`src/rtl/alu8_pkg.sv`:
```
package alu8_pkg;

    localparam int OP_W  = 4;
    localparam int CLS_W = 2;

    typedef enum logic [CLS_W-1:0] {
        CLS_ARITH = 2'b00,
        CLS_LEFT  = 2'b01,
        CLS_RIGHT = 2'b10,
        CLS_LOGIC = 2'b11
    } op_class_e;

    typedef enum logic [1:0] {
        LG_AND = 2'b00,
        LG_OR  = 2'b01,
        LG_XOR = 2'b10,
        LG_NOT = 2'b11
    } logic_sel_e;

    typedef struct packed {
        logic carry;
        logic ovf;
    } cv_t;

    function automatic op_class_e op_class(input logic [OP_W-1:0] op);
        return op_class_e'(op[OP_W-1 -: CLS_W]);
    endfunction

    // Arithmetic, left and right classes use only variants 00 and 01.
    function automatic logic op_defined(input logic [OP_W-1:0] op);
        return (op_class(op) == CLS_LOGIC) || (op[1] == 1'b0);
    endfunction

endpackage

```
`src/rtl/alu8_addsub.sv`:
```
module alu8_addsub
    import alu8_pkg::*;
#(
    parameter int W = 8
) (
    input  logic [W-1:0] a_i,
    input  logic [W-1:0] b_i,
    input  logic         sub_i,
    output logic [W-1:0] sum_o,
    output cv_t          cv_o
);
    localparam int LOW_W = W - 1;

    logic [W-1:0]   b_eff;
    logic [LOW_W:0] low_sum;
    logic           c_into_msb;
    logic           c_out_msb;
    logic           msb_sum;

    assign b_eff = sub_i ? ~b_i : b_i;

    // Lower bits carry the injected one; the top bit is split out so
    // both carries around it are visible.
    assign low_sum    = {1'b0, a_i[LOW_W-1:0]} + {1'b0, b_eff[LOW_W-1:0]}
                        + {{LOW_W{1'b0}}, sub_i};
    assign c_into_msb = low_sum[LOW_W];
    assign {c_out_msb, msb_sum} = {1'b0, a_i[W-1]} + {1'b0, b_eff[W-1]}
                                  + {1'b0, c_into_msb};

    assign sum_o      = {msb_sum, low_sum[LOW_W-1:0]};
    assign cv_o.carry = c_out_msb;
    assign cv_o.ovf   = c_into_msb ^ c_out_msb;
endmodule

```
`src/rtl/alu8_mover.sv`:
```
module alu8_mover
    import alu8_pkg::*;
#(
    parameter int W      = 8,
    parameter bit TO_LSB = 1'b0
) (
    input  logic [W-1:0] a_i,
    input  logic         rot_i,
    output logic [W-1:0] out_o,
    output cv_t          cv_o
);
    logic exit_bit;
    logic fill_bit;

    generate
        if (TO_LSB) begin : g_right
            assign exit_bit = a_i[0];
            assign fill_bit = rot_i & exit_bit;
            assign out_o    = {fill_bit, a_i[W-1:1]};
        end else begin : g_left
            assign exit_bit = a_i[W-1];
            assign fill_bit = rot_i & exit_bit;
            assign out_o    = {a_i[W-2:0], fill_bit};
        end
    endgenerate

    assign cv_o.carry = exit_bit;
    assign cv_o.ovf   = 1'b0;
endmodule

```
`src/rtl/alu8_bitwise.sv`:
```
module alu8_bitwise
    import alu8_pkg::*;
#(
    parameter int W = 8
) (
    input  logic [W-1:0] a_i,
    input  logic [W-1:0] b_i,
    input  logic_sel_e   sel_i,
    output logic [W-1:0] out_o,
    output cv_t          cv_o
);
    always_comb begin
        unique case (sel_i)
            LG_AND:  out_o = a_i & b_i;
            LG_OR:   out_o = a_i | b_i;
            LG_XOR:  out_o = a_i ^ b_i;
            default: out_o = ~a_i;
        endcase
    end

    assign cv_o = '0;
endmodule

```
`src/rtl/alu8_core.sv`:
```
module alu8_core
    import alu8_pkg::*;
#(
    parameter int W = 8
) (
    input  logic [W-1:0]    opnd_a,
    input  logic [W-1:0]    opnd_b,
    input  logic [OP_W-1:0] op_sel,
    output logic [W-1:0]    res,
    output logic            fl_c,
    output logic            fl_v,
    output logic            fl_n,
    output logic            fl_z
);
    logic [W-1:0] arith_f, left_f, right_f, logic_f;
    cv_t          arith_cv, left_cv, right_cv, logic_cv;
    cv_t          sel_cv;

    alu8_addsub #(.W(W)) u_addsub (
        .a_i(opnd_a), .b_i(opnd_b), .sub_i(op_sel[0]),
        .sum_o(arith_f), .cv_o(arith_cv)
    );

    alu8_mover #(.W(W), .TO_LSB(1'b0)) u_left (
        .a_i(opnd_a), .rot_i(op_sel[0]), .out_o(left_f), .cv_o(left_cv)
    );

    alu8_mover #(.W(W), .TO_LSB(1'b1)) u_right (
        .a_i(opnd_a), .rot_i(op_sel[0]), .out_o(right_f), .cv_o(right_cv)
    );

    alu8_bitwise #(.W(W)) u_logic (
        .a_i(opnd_a), .b_i(opnd_b), .sel_i(logic_sel_e'(op_sel[1:0])),
        .out_o(logic_f), .cv_o(logic_cv)
    );

    always_comb begin
        res    = '0;
        sel_cv = '0;
        if (op_defined(op_sel)) begin
            unique case (op_class(op_sel))
                CLS_ARITH: begin res = arith_f; sel_cv = arith_cv; end
                CLS_LEFT:  begin res = left_f;  sel_cv = left_cv;  end
                CLS_RIGHT: begin res = right_f; sel_cv = right_cv; end
                default:   begin res = logic_f; sel_cv = logic_cv; end
            endcase
        end
    end

    assign fl_c = sel_cv.carry;
    assign fl_v = sel_cv.ovf;
    assign fl_n = res[W-1];
    assign fl_z = ~|res;

    // Behavioural cross-checks against the structural datapath.
    always_comb begin
        if (op_sel == 4'b0000) begin
            p_add_sum_r1: assert ({fl_c, res} == ({1'b0, opnd_a} + {1'b0, opnd_b}));
            p_add_ovf_r3: assert (fl_v == ((opnd_a[W-1] == opnd_b[W-1]) && (res[W-1] != opnd_a[W-1])));
        end
        if (op_sel == 4'b0001) begin
            p_sub_diff_r2: assert (res == W'(opnd_a - opnd_b) && fl_c == (opnd_a >= opnd_b));
            p_sub_ovf_r3:  assert (fl_v == ((opnd_a[W-1] != opnd_b[W-1]) && (res[W-1] != opnd_a[W-1])));
        end
        if (op_sel == 4'b0100) begin
            p_lsl_fill_r4: assert (res[0] == 1'b0 && fl_c == opnd_a[W-1] && !fl_v);
        end
        if (op_sel == 4'b1000) begin
            p_lsr_fill_r4: assert (res[W-1] == 1'b0 && fl_c == opnd_a[0] && !fl_v);
        end
        if (op_sel == 4'b0101) begin
            p_rl_inverse_r5: assert ({res[0], res[W-1:1]} == opnd_a && fl_c == opnd_a[W-1]);
        end
        if (op_sel == 4'b1001) begin
            p_rr_inverse_r5: assert ({res[W-2:0], res[W-1]} == opnd_a && fl_c == opnd_a[0]);
        end
        if (op_sel[3:2] == 2'b11) begin
            p_logic_flags_r6: assert (!fl_c && !fl_v);
        end
        if (!op_defined(op_sel)) begin
            p_unused_zero_r9: assert (res == '0 && !fl_c && !fl_v && !fl_n && fl_z);
        end
    end
endmodule

```
`config.mk`:
```
export PLATFORM = sky130hd
export DESIGN_NAME = alu8_core
export DESIGN_NICKNAME = d
export VERILOG_FILES = /design/src/rtl/alu8_pkg.sv /design/src/rtl/alu8_addsub.sv /design/src/rtl/alu8_mover.sv /design/src/rtl/alu8_bitwise.sv /design/src/rtl/alu8_core.sv
export SDC_FILE = /design/constraint.sdc
export NUM_CORES = 1
export LEC_CHECK = 0
export ABC_AREA = 1
export CELL_PAD_IN_SITES_DETAIL_PLACEMENT = 2
export CELL_PAD_IN_SITES_GLOBAL_PLACEMENT = 2
export CORE_MARGIN = 1
export CORE_UTILIZATION = 27
export DETAILED_ROUTE_END_ITERATION = 8
export GPL_ROUTABILITY_DRIVEN = 0
export PLACE_DENSITY = 0.84
export SLEW_MARGIN = 10
export SYNTH_ARGS = -nofsm -noshare
export SYNTH_HDL_FRONTEND = slang
export SYNTH_SLANG_ARGS = --single-unit
```
`constraint.sdc`:
```
create_clock -name vclk -period 4.41
set_input_delay 0.6615 -clock vclk [all_inputs]
set_output_delay 0.6615 -clock vclk [all_outputs]
set_load 0.1 [all_outputs]
```
==> results.cfg, run 1 <==
[die]
start_util_pct = 28.1
core_sq_mm = 0.00472
fp.dieH_um = 72.1
ios = 32
rows = 25
die_width_um = 72.1
dieArea_sq_mm = 0.00520

[power_and_ir_drop]
p_per_area_mw_per_mm2 = 186
p_clk_share_pct = 0
p_int_uw = 133
max-vdd-ir-drop_uv = 64.6
swShare_pct = 63.6
p_sw_uw = 232
leakage_nw = 1.00
power.share.combinational_pct = 100.0
seq_power_share_pct = 0

[timing]
min_period_over_period_pct = 96.3
worst-slew-pin-transition_ps = 516
setup_viol = 0
drv_slew = 0
hold_ws_ps = 2180
worst_slack_ps = 165
fmax_mhz = 236
max_slew_margin_pct = 65.6
min_period_ps = 4240
timing_hold_violations_final = 0
tns_ps = 0

[placed_design]
hpwlAfterDp_mm = 4.40
dp_cells = 325
place_area_sq_mm = 0.00188
place_ws_ps = -99.1
io_buffers = 32

[critical_path]
cp_cell_sequence = clkdlybuf4s50_1, ha_1, nand2_1, nor2_2, nand2_2, nand3_2, nand2_2, nand2_2, a21oi_4, fa_1, o21ai_2, a21oi_2, nor3_4, a21oi_2, nand2_1, nor2_2, buf_12
worstPathRequired_ps = 3750
crit_top_cell = nand2_2
critPathArrivalTime_ps = 3580
critPathCaptureType = primary output
slowest_stage = fa_1
startpoint_type = input port
worstSetupPathType = input port to primary output
cp_max_fo = 6
critPathMaxStageDelay_ps = 550

[min_path]
hp-start = opnd_b[4]
holdCritPathClass = input port to primary output
worstHoldEndpoint = res[4]
holdPathStages = 7

[drt]
num_vias = 1617
vias_per_cell = 4.93
dr.pass1.iters = 4
routed_wirelength_mm = 5.57
ant_nets = 0
drt-wirelength-per-cell_um = 17.0
drc_errors = 0
dr.first_iter.drc_count = 58

[synthesis]
synth-xor-area-share_pct = 5.28
synthCells = 221
synth_common_cells = 51 x nand2_1, 37 x inv_1, 23 x ha_1
syn_avg_cell_area_sq_um = 6.01
synth.most_common_cell = nand2_1
synthMuxAreaShare_pct = 0
yosys_warnings = 0
synthesis.nets = 266
synthSimpleGateAreaFrac_pct = 36.8
yosysTopAreaCell = ha_1
synth_top_family_by_area = simple AND/OR/NAND/NOR gates
synthTopCellsByArea = ha_1 22%, nand2_1 14%, inv_1 10%
ys_types = 31
synth-adder-area-share_pct = 24.7
synth-seq-area-share_pct = 0
synth_area_sq_mm = 0.00133
synth-compound-area-share_pct = 18.9
synth_top_area_share_pct = 21.7

[grt]
grt_pass1_wl_mm = 8.67
grt_antenna_before_repair = 0
grt_usage_pct = 21.1
grt-ovfl-total = 0
grt_pass1_vias = 1742
grt_max_degree = 11

[finish]
clkbuf_count = 0
area_growth_pct = 48.3
instances_no_fill = 328
fillers = 578
final_nets = 308
regArea_sq_um = 0
flops_and_latches = 0
antennaDiodeCount = 0
fin_area_sq_mm = 0.00197
layout-drive-gt1-share_pct = 24.9

[status]
status = completed

[job]
cap_violations = 0
-- power by group through the flow --
stage                     Combinational [mW]  Sequential (mW)  Clock, mW
after floorplan                        0.218                0          0
after global routing                   0.391                0          0
after detailed placement               0.344                0          0
after global placement                 0.333                0          0
final                                  0.365                0          0
after CTS                              0.350                0          0
-- critical path, delay by kind of cell --
kind / cells / cell delay [ps]
buffers and inverters: 2 / 730
AOI/OAI and AO/OA: 4 / 440
and+or+nand+nor: 9 / 780
adders and majority gates: 2 / 940
-- cell families (layout without fill, tap and decap cells) --
group	Yosys count	after routing
adder cells (fa/ha/maj)	25	25
XOR/XNOR	8	8
buffers and inverters	45	85
AO/OA/AOI/OAI	41	41
AND/OR/NAND/NOR	102	102
-- metal layers --
metal | up-vias | GRT usage, % | wire (um)
li1 | 789 | - | -
met1 | 787 | 27.1 | 2440
met2 | 33 | 39.8 | 2950
met3 | 8 | 0.278 | 87
met4 | 0 | 3.92 | 95
met5 | - | 0 | 0
-- per-stage QoR --
| step | utilization (%) | total power [mW] |
|---|---|---|
| floorplan | - | 0.218 |
| global placement | 39.8 | 0.333 |
| detailed placement | 39.8 | 0.344 |
| CTS | 40.2 | 0.350 |
| global route | 41.7 | 0.391 |
| finish | 41.7 | 0.365 |
-- worst max-delay path by stage --
stage | start | end | cells after the start
detailed placement | op_sel[0] | fl_z | 19
finish | opnd_a[1] | fl_z | 17
floorplan | op_sel[0] | fl_z | 18
CTS | op_sel[0] | fl_z | 19
global placement | op_sel[0] | fl_z | 20
global route | opnd_a[1] | fl_z | 17
-- layout make-up --
class                           instances  area (sq um)  share of cell area [%]
Inverter                               42           160                    8.14
Multi-Input combinational cell        176          1200                    60.8
Timing Repair Buffer                   43           527                    26.8
Tap cell                               67          83.8                    4.26
-- layout by cell type (no fill, tap or decap), drive strengths merged, types with 2 or more instances in the layout --
master	synthesis	layout
clkdlybuf4s50	0	15
nor2	22	22
nand2	59	59
o21ai	21	21
o211ai	6	6
dlymetal6s2s	0	5
a21oi	10	10
xnor2	3	3
nand3	16	16
inv	41	41
buf	3	23
fa	2	2
nand4	2	2
xor2	5	5
ha	23	23
o2111ai	2	2
-- repair_timing --
action,in CTS,in global routing
hold buffers,0,0
setup endpoints to repair,1,3
resized for setup,4,15
setup buffers,1,2
pin swaps,2,9
Note: power is estimated with default switching activity, not from simulation.
==> run 2, diff against run 1 <==
PLACE_DENSITY = 0.87   (was 0.84)
==> run 2 against run 1 <==
Fmax shrank 3.2%. Largest cell class unchanged. Worst hold slack gained 22 ps. Highest routed layer unchanged. Sequential cell count is the same. Count of clock-buffer cells in the layout is the same. Global-route usage grew 0.56 points. First-iteration DRC count shrank 12%. Worst setup slack lost 140 ps. Die area is the same. Via count grew 4.0%.
==> results.cfg, run 2 (synthesis results as in run 1) <==
[status]
status = completed

[die]
rows = 25
die_width_um = 72.1
start_util_pct = 28.1
core_sq_mm = 0.00472
fp.dieH_um = 72.1
dieArea_sq_mm = 0.00520
ios = 32

[grt]
grt_usage_pct = 21.7
grt_pass1_vias = 1792
grt_pass1_wl_mm = 8.87
grt_antenna_before_repair = 0
grt-ovfl-total = 0
grt_max_degree = 11

[timing]
max_slew_margin_pct = 66.8
fmax_mhz = 228
hold_ws_ps = 2200
timing_hold_violations_final = 0
min_period_ps = 4390
worst-slew-pin-transition_ps = 497
drv_slew = 0
setup_viol = 0
worst_slack_ps = 24.5
min_period_over_period_pct = 99.4

[finish]
antennaDiodeCount = 0
fillers = 540
final_nets = 311
regArea_sq_um = 0
area_growth_pct = 53.9
layout-drive-gt1-share_pct = 26.1
clkbuf_count = 0
fin_area_sq_mm = 0.00204
final_common_cell = nand2_1
layout_common_cells = 49 x nand2_1, 36 x inv_1, 21 x ha_1
flops_and_latches = 0
final_util_pct = 43.3

[min_path]
holdCritPathClass = input port to primary output

[critical_path]
worstSetupPathType = input port to primary output
slowest_stage = fa_1
critPathCaptureType = primary output
startpoint_type = input port
cp_max_fo = 3
cp_cell_sequence = clkdlybuf4s50_1, xor2_1, ha_1, nand2_2, nor2_2, nand2_2, nand3_2, nand2_4, nand2_4, a21oi_4, fa_1, o21ai_2, a21oi_2, nor3_4, a21oi_2, nand2_1, nor2_2, buf_12
worstPathRequired_ps = 3750
critPathMaxStageDelay_ps = 560
critPathArrivalTime_ps = 3720

[drt]
drt-wirelength-per-cell_um = 20.6
ant_nets = 0
routed_wirelength_mm = 6.83
num_vias = 1682
drc_errors = 0
vias_per_cell = 5.08
dr.first_iter.drc_count = 51
dr.pass1.iters = 4

[power_and_ir_drop]
p_clk_share_pct = 0
p_per_area_mw_per_mm2 = 193
max-vdd-ir-drop_uv = 61.2
p_sw_uw = 252
p_int_uw = 142
power.share.combinational_pct = 100.0
swShare_pct = 64.0
seq_power_share_pct = 0
leakage_nw = 1.02
totalPowerFinal_uw = 394

[job]
cap_violations = 0

[placed_design]
io_buffers = 32
hpwlAfterDp_mm = 4.53
place_area_sq_mm = 0.00188
place_ws_ps = -69.6

[clocking]
cts_hold_buf = 0
[run 2: cell types whose count changed in the layout (fill, tap and decap cells not counted), moves of 2 or more]
cell	delta
ha_1	-2
nand2_2	-3
buf_4	+3
nand2_4	+2
ha_4	+2
[run 2: power groups by stage]
stage	Combinational (mW)	Sequential (mW)	Clock [mW]
after floorplan	0.218	0	0
after global placement	0.332	0	0
after detailed placement	0.346	0	0
after CTS	0.355	0	0
after global routing	0.416	0	0
final	0.394	0	0
[run 2: metrics by stage]
stage | TNS (ps) | std cells
after floorplan | -58.9 | 221
after global placement | 0 | 325
after detailed placement | -69.6 | 325
after CTS | 0 | 328
after global routing | -91.1 | 331
final | 0 | 331
[run 2: what timing repair did]
item                                    4_1_cts  5_1_grt
endpoints found under the setup margin        1        3
resized for setup                             4       19
pin swaps                                     4       11
setup buffers                                 3        3
[run 2: final timing paths]
kind                  startpoint     end  slack [ps]  cells past startpoint
worst max-delay path   opnd_b[3]    fl_z          20                     18
worst min-delay path   opnd_b[4]  res[4]        2200                      7
[run 2: worst max-delay path: cells and delay by family]
family	cells	cell delay [ps]
AO/OA/AOI/OAI	4	470
XOR/XNOR	1	190
buffers and inverters	2	690
AND/OR/NAND/NOR	9	810
adder cells (fa/ha/maj)	2	880
[run 2: routing by layer]
layer / up-vias / wire [um] / GRT usage [%] / share of wire, %
li1: 796 / - / - / -
met1: 819 / 2850 / 26.6 / 42
met2: 49 / 3580 / 42.7 / 52
met3: 18 / 158 / 0.278 / 2.3
met4: 0 / 243 / 3.27 / 3.6
met5: - / 0 / 0 / 0
[run 2: cell type report]
class | count | area (sq um) | share of cell area, %
Tap cell | 67 | 83.8 | 4.10
Multi-Input combinational cell | 176 | 1250 | 61.3
Inverter | 42 | 160 | 7.84
Timing Repair Buffer | 46 | 547 | 26.8
